<file path="config.mk">
export PLATFORM = sky130hd
export DESIGN_NAME = adc_spi_cmd_eng
export DESIGN_NICKNAME = d
export VERILOG_FILES = /design/src/rtl/adc_spi_pkg.sv /design/src/rtl/adc_spi_tick.sv /design/src/rtl/adc_spi_shreg.sv /design/src/rtl/adc_spi_cmd_eng.sv
export SDC_FILE = /design/constraint.sdc
export NUM_CORES = 1
export LEC_CHECK = 0
export BUFFER_PORTS_ARGS = -buffer_cell sky130_fd_sc_hd__buf_2
export CORE_ASPECT_RATIO = 0.8
export CORE_MARGIN = 1
export CORE_UTILIZATION = 44
export DETAILED_ROUTE_END_ITERATION = 10
export PLACE_DENSITY = 0.69
export REMOVE_ABC_BUFFERS = 1
export SYNTH_ARGS = -nofsm -noshare
export SYNTH_HDL_FRONTEND = slang
export SYNTH_SLANG_ARGS = --single-unit
</file>
<file path="constraint.sdc">
create_clock -name clk_i -period 2.12 [get_ports clk_i]
set_input_delay 0.424 -clock clk_i [delete_from_list [all_inputs] [get_ports clk_i]]
set_output_delay 0.424 -clock clk_i [all_outputs]
set_load 0.01 [all_outputs]
</file>
<file path="src/rtl/adc_spi_pkg.sv">
package adc_spi_pkg;

  typedef enum logic [1:0] {
    REQ_CMD = 2'd0,
    REQ_RD  = 2'd1,
    REQ_WR  = 2'd2
  } req_kind_e;

  typedef enum logic [1:0] {
    ST_IDLE,
    ST_SHIFT,
    ST_HOLD
  } eng_state_e;

  localparam logic [7:0] OPC_RREG     = 8'h20;
  localparam logic [7:0] OPC_WREG     = 8'h40;
  localparam logic [4:0] REG_ADDR_MAX = 5'h19;
  localparam int         CMD_BITS     = 8;
  localparam int         REG_BITS     = 24;

endpackage

</file>
<file path="src/rtl/adc_spi_tick.sv">
// Half-period strobe for SCLK; restarts whenever run_i drops.
module adc_spi_tick #(
  parameter int HALF = 25
) (
  input  logic clk_i,
  input  logic rst_ni,
  input  logic run_i,
  output logic tick_o
);
  localparam int CW = (HALF > 1) ? $clog2(HALF) : 1;

  logic [CW-1:0] cnt_q;

  assign tick_o = run_i && (cnt_q == CW'(HALF - 1));

  always_ff @(posedge clk_i or negedge rst_ni) begin
    if (!rst_ni)                cnt_q <= '0;
    else if (!run_i || tick_o)  cnt_q <= '0;
    else                        cnt_q <= cnt_q + 1'b1;
  end

  generate
    if (HALF > 1) begin : g_gap
      // strobes are separated by at least one idle cycle
      p_tick_spacing_r6: assert property (@(posedge clk_i) disable iff (!rst_ni)
        tick_o |=> !tick_o);
    end
  endgenerate

endmodule

</file>
<file path="src/rtl/adc_spi_shreg.sv">
// Transmit shifter (launch on drive_i) and receive byte (capture on sample_i).
module adc_spi_shreg #(
  parameter int W = 24
) (
  input  logic         clk_i,
  input  logic         rst_ni,
  input  logic         load_i,
  input  logic [W-1:0] load_data_i,
  input  logic         drive_i,
  input  logic         sample_i,
  input  logic         clr_i,
  input  logic         miso_i,
  output logic         mosi_o,
  output logic [7:0]   rx_byte_o
);
  logic [W-1:0] tx_q;
  logic         mosi_q;
  logic [7:0]   rx_q;

  always_ff @(posedge clk_i or negedge rst_ni) begin
    if (!rst_ni) begin
      tx_q   <= '0;
      mosi_q <= 1'b0;
      rx_q   <= '0;
    end else if (load_i) begin
      tx_q   <= load_data_i;
      mosi_q <= 1'b0;
      rx_q   <= '0;
    end else begin
      if (drive_i) begin
        mosi_q <= tx_q[W-1];
        tx_q   <= {tx_q[W-2:0], 1'b0};
      end
      if (sample_i) rx_q <= {rx_q[6:0], miso_i};
      if (clr_i)    mosi_q <= 1'b0;
    end
  end

  assign mosi_o    = mosi_q;
  assign rx_byte_o = rx_q;

  // launch and capture never coincide with a new frame load
  p_load_quiet_r5: assert property (@(posedge clk_i) disable iff (!rst_ni)
    load_i |-> !drive_i && !sample_i);
  // rising and falling edge actions never share a cycle
  p_edge_excl_r5: assert property (@(posedge clk_i) disable iff (!rst_ni)
    !(drive_i && sample_i));

endmodule

</file>
<file path="src/rtl/adc_spi_cmd_eng.sv">
module adc_spi_cmd_eng
  import adc_spi_pkg::*;
#(
  parameter int CLK_HALF    = 25,
  parameter int CS_HOLD_CYC = 200
) (
  input  logic       clk_i,
  input  logic       rst_ni,
  input  logic       req_valid_i,
  input  logic [1:0] req_kind_i,
  input  logic [7:0] req_opc_i,
  input  logic [4:0] req_addr_i,
  input  logic [7:0] req_wdata_i,
  output logic       ready_o,
  output logic       done_o,
  output logic [7:0] rdata_o,
  output logic       sclk_o,
  output logic       cs_no,
  output logic       mosi_o,
  input  logic       miso_i
);
  localparam int BITS_W = $clog2(REG_BITS + 1);
  localparam int HOLD_W = (CS_HOLD_CYC > 1) ? $clog2(CS_HOLD_CYC) : 1;

  eng_state_e        state_q;
  logic              sclk_q, cs_nq, done_q;
  logic [7:0]        rdata_q;
  logic [BITS_W-1:0] bit_cnt_q, last_bit_q;
  logic [HOLD_W-1:0] hold_q;

  logic                is_rd, is_wr, is_cmd, addr_bad;
  logic                accept, load, tick, rise, fall, hold_end;
  logic [REG_BITS-1:0] frame;
  logic [7:0]          rx_byte;

  assign is_rd    = (req_kind_i == REQ_RD);
  assign is_wr    = (req_kind_i == REQ_WR);
  assign is_cmd   = !is_rd && !is_wr;
  assign addr_bad = !is_cmd && (req_addr_i > REG_ADDR_MAX);

  always_comb begin
    if (is_cmd)     frame = {req_opc_i, 16'h0000};
    else if (is_rd) frame = {OPC_RREG | {3'b000, req_addr_i}, 8'h00, 8'h00};
    else            frame = {OPC_WREG | {3'b000, req_addr_i}, 8'h00, req_wdata_i};
  end

  assign accept   = (state_q == ST_IDLE) && req_valid_i;
  assign load     = accept && !addr_bad;
  assign rise     = (state_q == ST_SHIFT) && tick && !sclk_q;
  assign fall     = (state_q == ST_SHIFT) && tick && sclk_q;
  assign hold_end = (state_q == ST_HOLD) && (hold_q == HOLD_W'(CS_HOLD_CYC - 1));

  adc_spi_tick #(.HALF(CLK_HALF)) u_tick (
    .clk_i  (clk_i),
    .rst_ni (rst_ni),
    .run_i  (state_q == ST_SHIFT),
    .tick_o (tick)
  );

  adc_spi_shreg #(.W(REG_BITS)) u_shreg (
    .clk_i       (clk_i),
    .rst_ni      (rst_ni),
    .load_i      (load),
    .load_data_i (frame),
    .drive_i     (rise),
    .sample_i    (fall),
    .clr_i       (hold_end),
    .miso_i      (miso_i),
    .mosi_o      (mosi_o),
    .rx_byte_o   (rx_byte)
  );

  always_ff @(posedge clk_i or negedge rst_ni) begin
    if (!rst_ni) begin
      state_q    <= ST_IDLE;
      sclk_q     <= 1'b0;
      cs_nq      <= 1'b1;
      done_q     <= 1'b0;
      rdata_q    <= '0;
      bit_cnt_q  <= '0;
      last_bit_q <= '0;
      hold_q     <= '0;
    end else begin
      done_q <= 1'b0;
      unique case (state_q)
        ST_IDLE: if (accept) begin
          if (addr_bad) begin
            done_q  <= 1'b1;  // refused: bus untouched
            rdata_q <= '0;
          end else begin
            state_q    <= ST_SHIFT;
            cs_nq      <= 1'b0;
            bit_cnt_q  <= '0;
            last_bit_q <= is_cmd ? BITS_W'(CMD_BITS - 1) : BITS_W'(REG_BITS - 1);
          end
        end
        ST_SHIFT: begin
          if (rise) sclk_q <= 1'b1;
          if (fall) begin
            sclk_q    <= 1'b0;
            bit_cnt_q <= bit_cnt_q + 1'b1;
            if (bit_cnt_q == last_bit_q) begin
              state_q <= ST_HOLD;
              hold_q  <= '0;
            end
          end
        end
        ST_HOLD: begin
          if (hold_end) begin
            state_q <= ST_IDLE;
            cs_nq   <= 1'b1;
            done_q  <= 1'b1;
            rdata_q <= rx_byte;
          end else begin
            hold_q <= hold_q + 1'b1;
          end
        end
        default: state_q <= ST_IDLE;
      endcase
    end
  end

  assign ready_o = (state_q == ST_IDLE);
  assign done_o  = done_q;
  assign rdata_o = rdata_q;
  assign sclk_o  = sclk_q;
  assign cs_no   = cs_nq;

  p_idle_cs_r11: assert property (@(posedge clk_i) disable iff (!rst_ni)
    ready_o |-> cs_no);
  p_idle_mosi_r11: assert property (@(posedge clk_i) disable iff (!rst_ni)
    cs_no |-> !mosi_o);
  p_sclk_idle_r5: assert property (@(posedge clk_i) disable iff (!rst_ni)
    cs_no |-> !sclk_o);
  p_done_idle_r8: assert property (@(posedge clk_i) disable iff (!rst_ni)
    done_o |-> ready_o);
  p_rdata_hold_r8: assert property (@(posedge clk_i) disable iff (!rst_ni)
    !$stable(rdata_o) |-> done_o);
  p_bit_bound_r2: assert property (@(posedge clk_i) disable iff (!rst_ni)
    (state_q == ST_SHIFT) |-> (bit_cnt_q <= last_bit_q));
  p_cs_release_r7: assert property (@(posedge clk_i) disable iff (!rst_ni)
    $rose(cs_no) |-> $past(state_q) == ST_HOLD);
  p_hold_quiet_r7: assert property (@(posedge clk_i) disable iff (!rst_ni)
    (state_q == ST_HOLD) |-> !sclk_o && !cs_no);

endmodule

</file>
==> impl_results.md <==
- CTS clock-pin slew for the worst setup and hold paths: 70 ps
- Die width: 95.6 µm
- Design Power: 2.30 mW
- Initial antenna violation count: 0
- Leading register cell type out of synthesis: dfrtp_1
- Vias in the first global route: 2,254
- Worst clock skew: 5.93 ps
- Syn. warnings: 0
- Setup WS pre-CTS: 38.3 ps
- Leakage power: 1.81 nW
- Via Count: 2,341
- Initial core utilization: 46.9%
- Seq/Total Area, Yosys: 53.6%
- Commonest non-fill, non-tap cell in the layout: dfrtp_1
- Die area: 7350 µm²
- I/O Buffers: 39
- Post-synth EDFFs: 0
- Kind of critical path: flip-flop to flip-flop
- Post-route core utilization: 55.2%
- Tcrit/Tclk final: 90.1%
- GRT busiest layer: met1
- Setup Buffers After CTS: 0
- Worst setup SP type: flip-flop
- Max Fclk: 523 MHz
- Placer Congestion: 0.845
- Placed cell count: 412
- Grt total ovfl: 0
- # DRC: 0
- Largest net degree at the start of global routing: 26
- Max-slew headroom: 53.3%
- Number of nets in the layout: 371
- Async SR Flop Fraction: 100%
- Overall routed net length: 6.52 mm
- Worst EP required: 2340 ps
- Power per cell area: 634 nW/µm²
- Cell row count: 26
- Max FO, Critical Path: 18
- Final Max Slew Viols: 0
- Final worst slack: 210 ps
- Worst-Margin Slew: 699 ps
- Hold-fix buffers, CTS: 0
- Synth unique cells: 51
- PostCTS Resize Cnt: 0
- Mapped Area: 3080 µm²
- ANT cells: 0
- Worst Hold Class: primary input to asynchronous set/reset pin
- CTS H-tree lvls: 3
- Most frequent cells in the layout: dfrtp_1, nand2_1, buf_2
- Post-synthesis register bit count: 66
- Syn Inst Count: 287
- WL/cell: 15.2 µm
- First-pass GRT wire length: 11.3 mm
- Core Area: 6570 µm²
- DRT antenna net count: 0
- CP endpoint kind: flip-flop
- CTS tree: built
- Final Hold Violating Endpoints: 0
- Hold WS: 37.0 ps
- Max Cap Viol: 0
- Num CTS Buffers: 9
- Hpwl dp: 4.71 mm
- Endpoints failing setup: 0
- Syn Area/Cell: 10.7 µm²
- GR Layer Usage met2: 29.2%
- Area grow syn2layout: 17.6%
- Num ports: 40
- Final critical-path required period: 1910 ps
- RSZ-0062 raised after global routing: no
- Met3 GRT Util: 7.24%
- Final non-filler cell total: 428
- Critical Path AT: 2130 ps
- Clk sinks: 66
- Root Buffer: clkbuf_8
- Worst skew pair latency: 350 ps
- Drt first pass iters: 5
- CTS Buffer Depth: 2
- Starting DRC count in detailed routing: 158
- Die height: 76.9 µm
- Tot GR Track Use: 20.6%
- Layout cell share with drive strength beyond 1: 24.7%
- Via density: 5.47
- Status: finished, final reports clean
- M1 GR Usage: 29.4%
- Max rail drop VDD: 373 µV
state kept, by name, summed over array words and instances (netlist names):
| signal | cells |
|---|---|
| u_tick.cnt_q | 5 |
| u_shreg.tx_q | 24 |
| last_bit_q | 2 |
| rdata_o | 8 |
| done_o | 1 |
| u_shreg.mosi_o | 1 |
| cs_no | 1 |
| state_q | 2 |
| bit_cnt_q | 5 |
| sclk_o | 1 |
| hold_q | 8 |
| u_shreg.rx_byte_o | 8 |
path summary, 6_finish.rpt:
check                                              from                      endpoint  slack [ps]  cells past startpoint
min reg2reg                u_shreg.tx_q[13]$_DFFE_PN0P_  u_shreg.tx_q[14]$_DFFE_PN0P_         470                      2
max reg2reg                   u_tick.cnt_q[0]$_DFF_PN0_   u_shreg.tx_q[1]$_DFFE_PN0P_         210                      6
max in group asynchronous                        rst_ni             cs_no$_DFFE_PN1P_        1510                      2
max                           u_tick.cnt_q[0]$_DFF_PN0_   u_shreg.tx_q[1]$_DFFE_PN0P_         210                      6
min in group clk_i                       req_wdata_i[0]   u_shreg.tx_q[0]$_DFFE_PN0P_         310                      2
min                                              rst_ni     u_tick.cnt_q[4]$_DFF_PN0_          40                      1
cells in the mapped netlist, drive strengths merged (5+ instances only):
cell	number	area (µm²)
dfrtp	65	1630
nand2	50	188
nand3	22	123
nor2	15	56.3
and3	11	68.8
a21oi	10	50.1
a22o	10	88.8
a221o	9	90.1
buf	8	47.5
inv	8	30.0
nor3	7	50.1
mux2i	6	60.1
o22ai	6	37.5
ha	5	62.6
o21ai	5	36.3
xor2	5	43.8
kinds of logic after synthesis:
group                    synth area share, %
AO/OA/AOI/OAI                           13.9
AND/OR/NAND/NOR                         21.6
XOR/XNOR                                2.27
adder cells (fa/ha/maj)                 2.03
multiplexers                            3.53
buffers and inverters                   3.00
flip-flops                              53.6
power by group:
| part | leakage [nW] | internal [mW] | switching, mW |
|---|---|---|---|
| registers | 0.786 | 1.26 | 0 |
| logic | 0.940 | 0.0400 | 0.0505 |
| clock network | 0.0867 | 0.488 | 0.460 |
| total | 1.81 | 1.79 | 0.510 |
through the flow:
step           area (µm²)  TNS, ps
2_1_floorplan        3020   -17760
3_3_place_gp         3450        0
3_5_place_dp         3450        0
4_1_cts              3630        0
5_1_grt              3630        0
6_report             3630        0
final cells by class:
type / instances / area, µm²
fill: 606 / 2950
sequential: 66 / 1650
multi-input combinational: 201 / 1340
timing repair buffer: 53 / 325
clock buffer: 14 / 163
tap: 84 / 105
inverter: 8 / 30.0
clock inverter: 2 / 12.5
per-layer routing:
layer  wire length [µm]  vias up
li1                   -     1138
met1               3170     1140
met2               2870       54
met3                390        9
met4                 85        0
met5                  0        -
worst max-delay path, cell delays in order, from the launching register on:
cell and delay, ps:
dfrtp_1 410, inv_1 70, ha_1 200, nand4b_4 150
or3_4 500, and3_1 200, a221o_1 270
No activity file was read; power rests on OpenSTA's default activity.
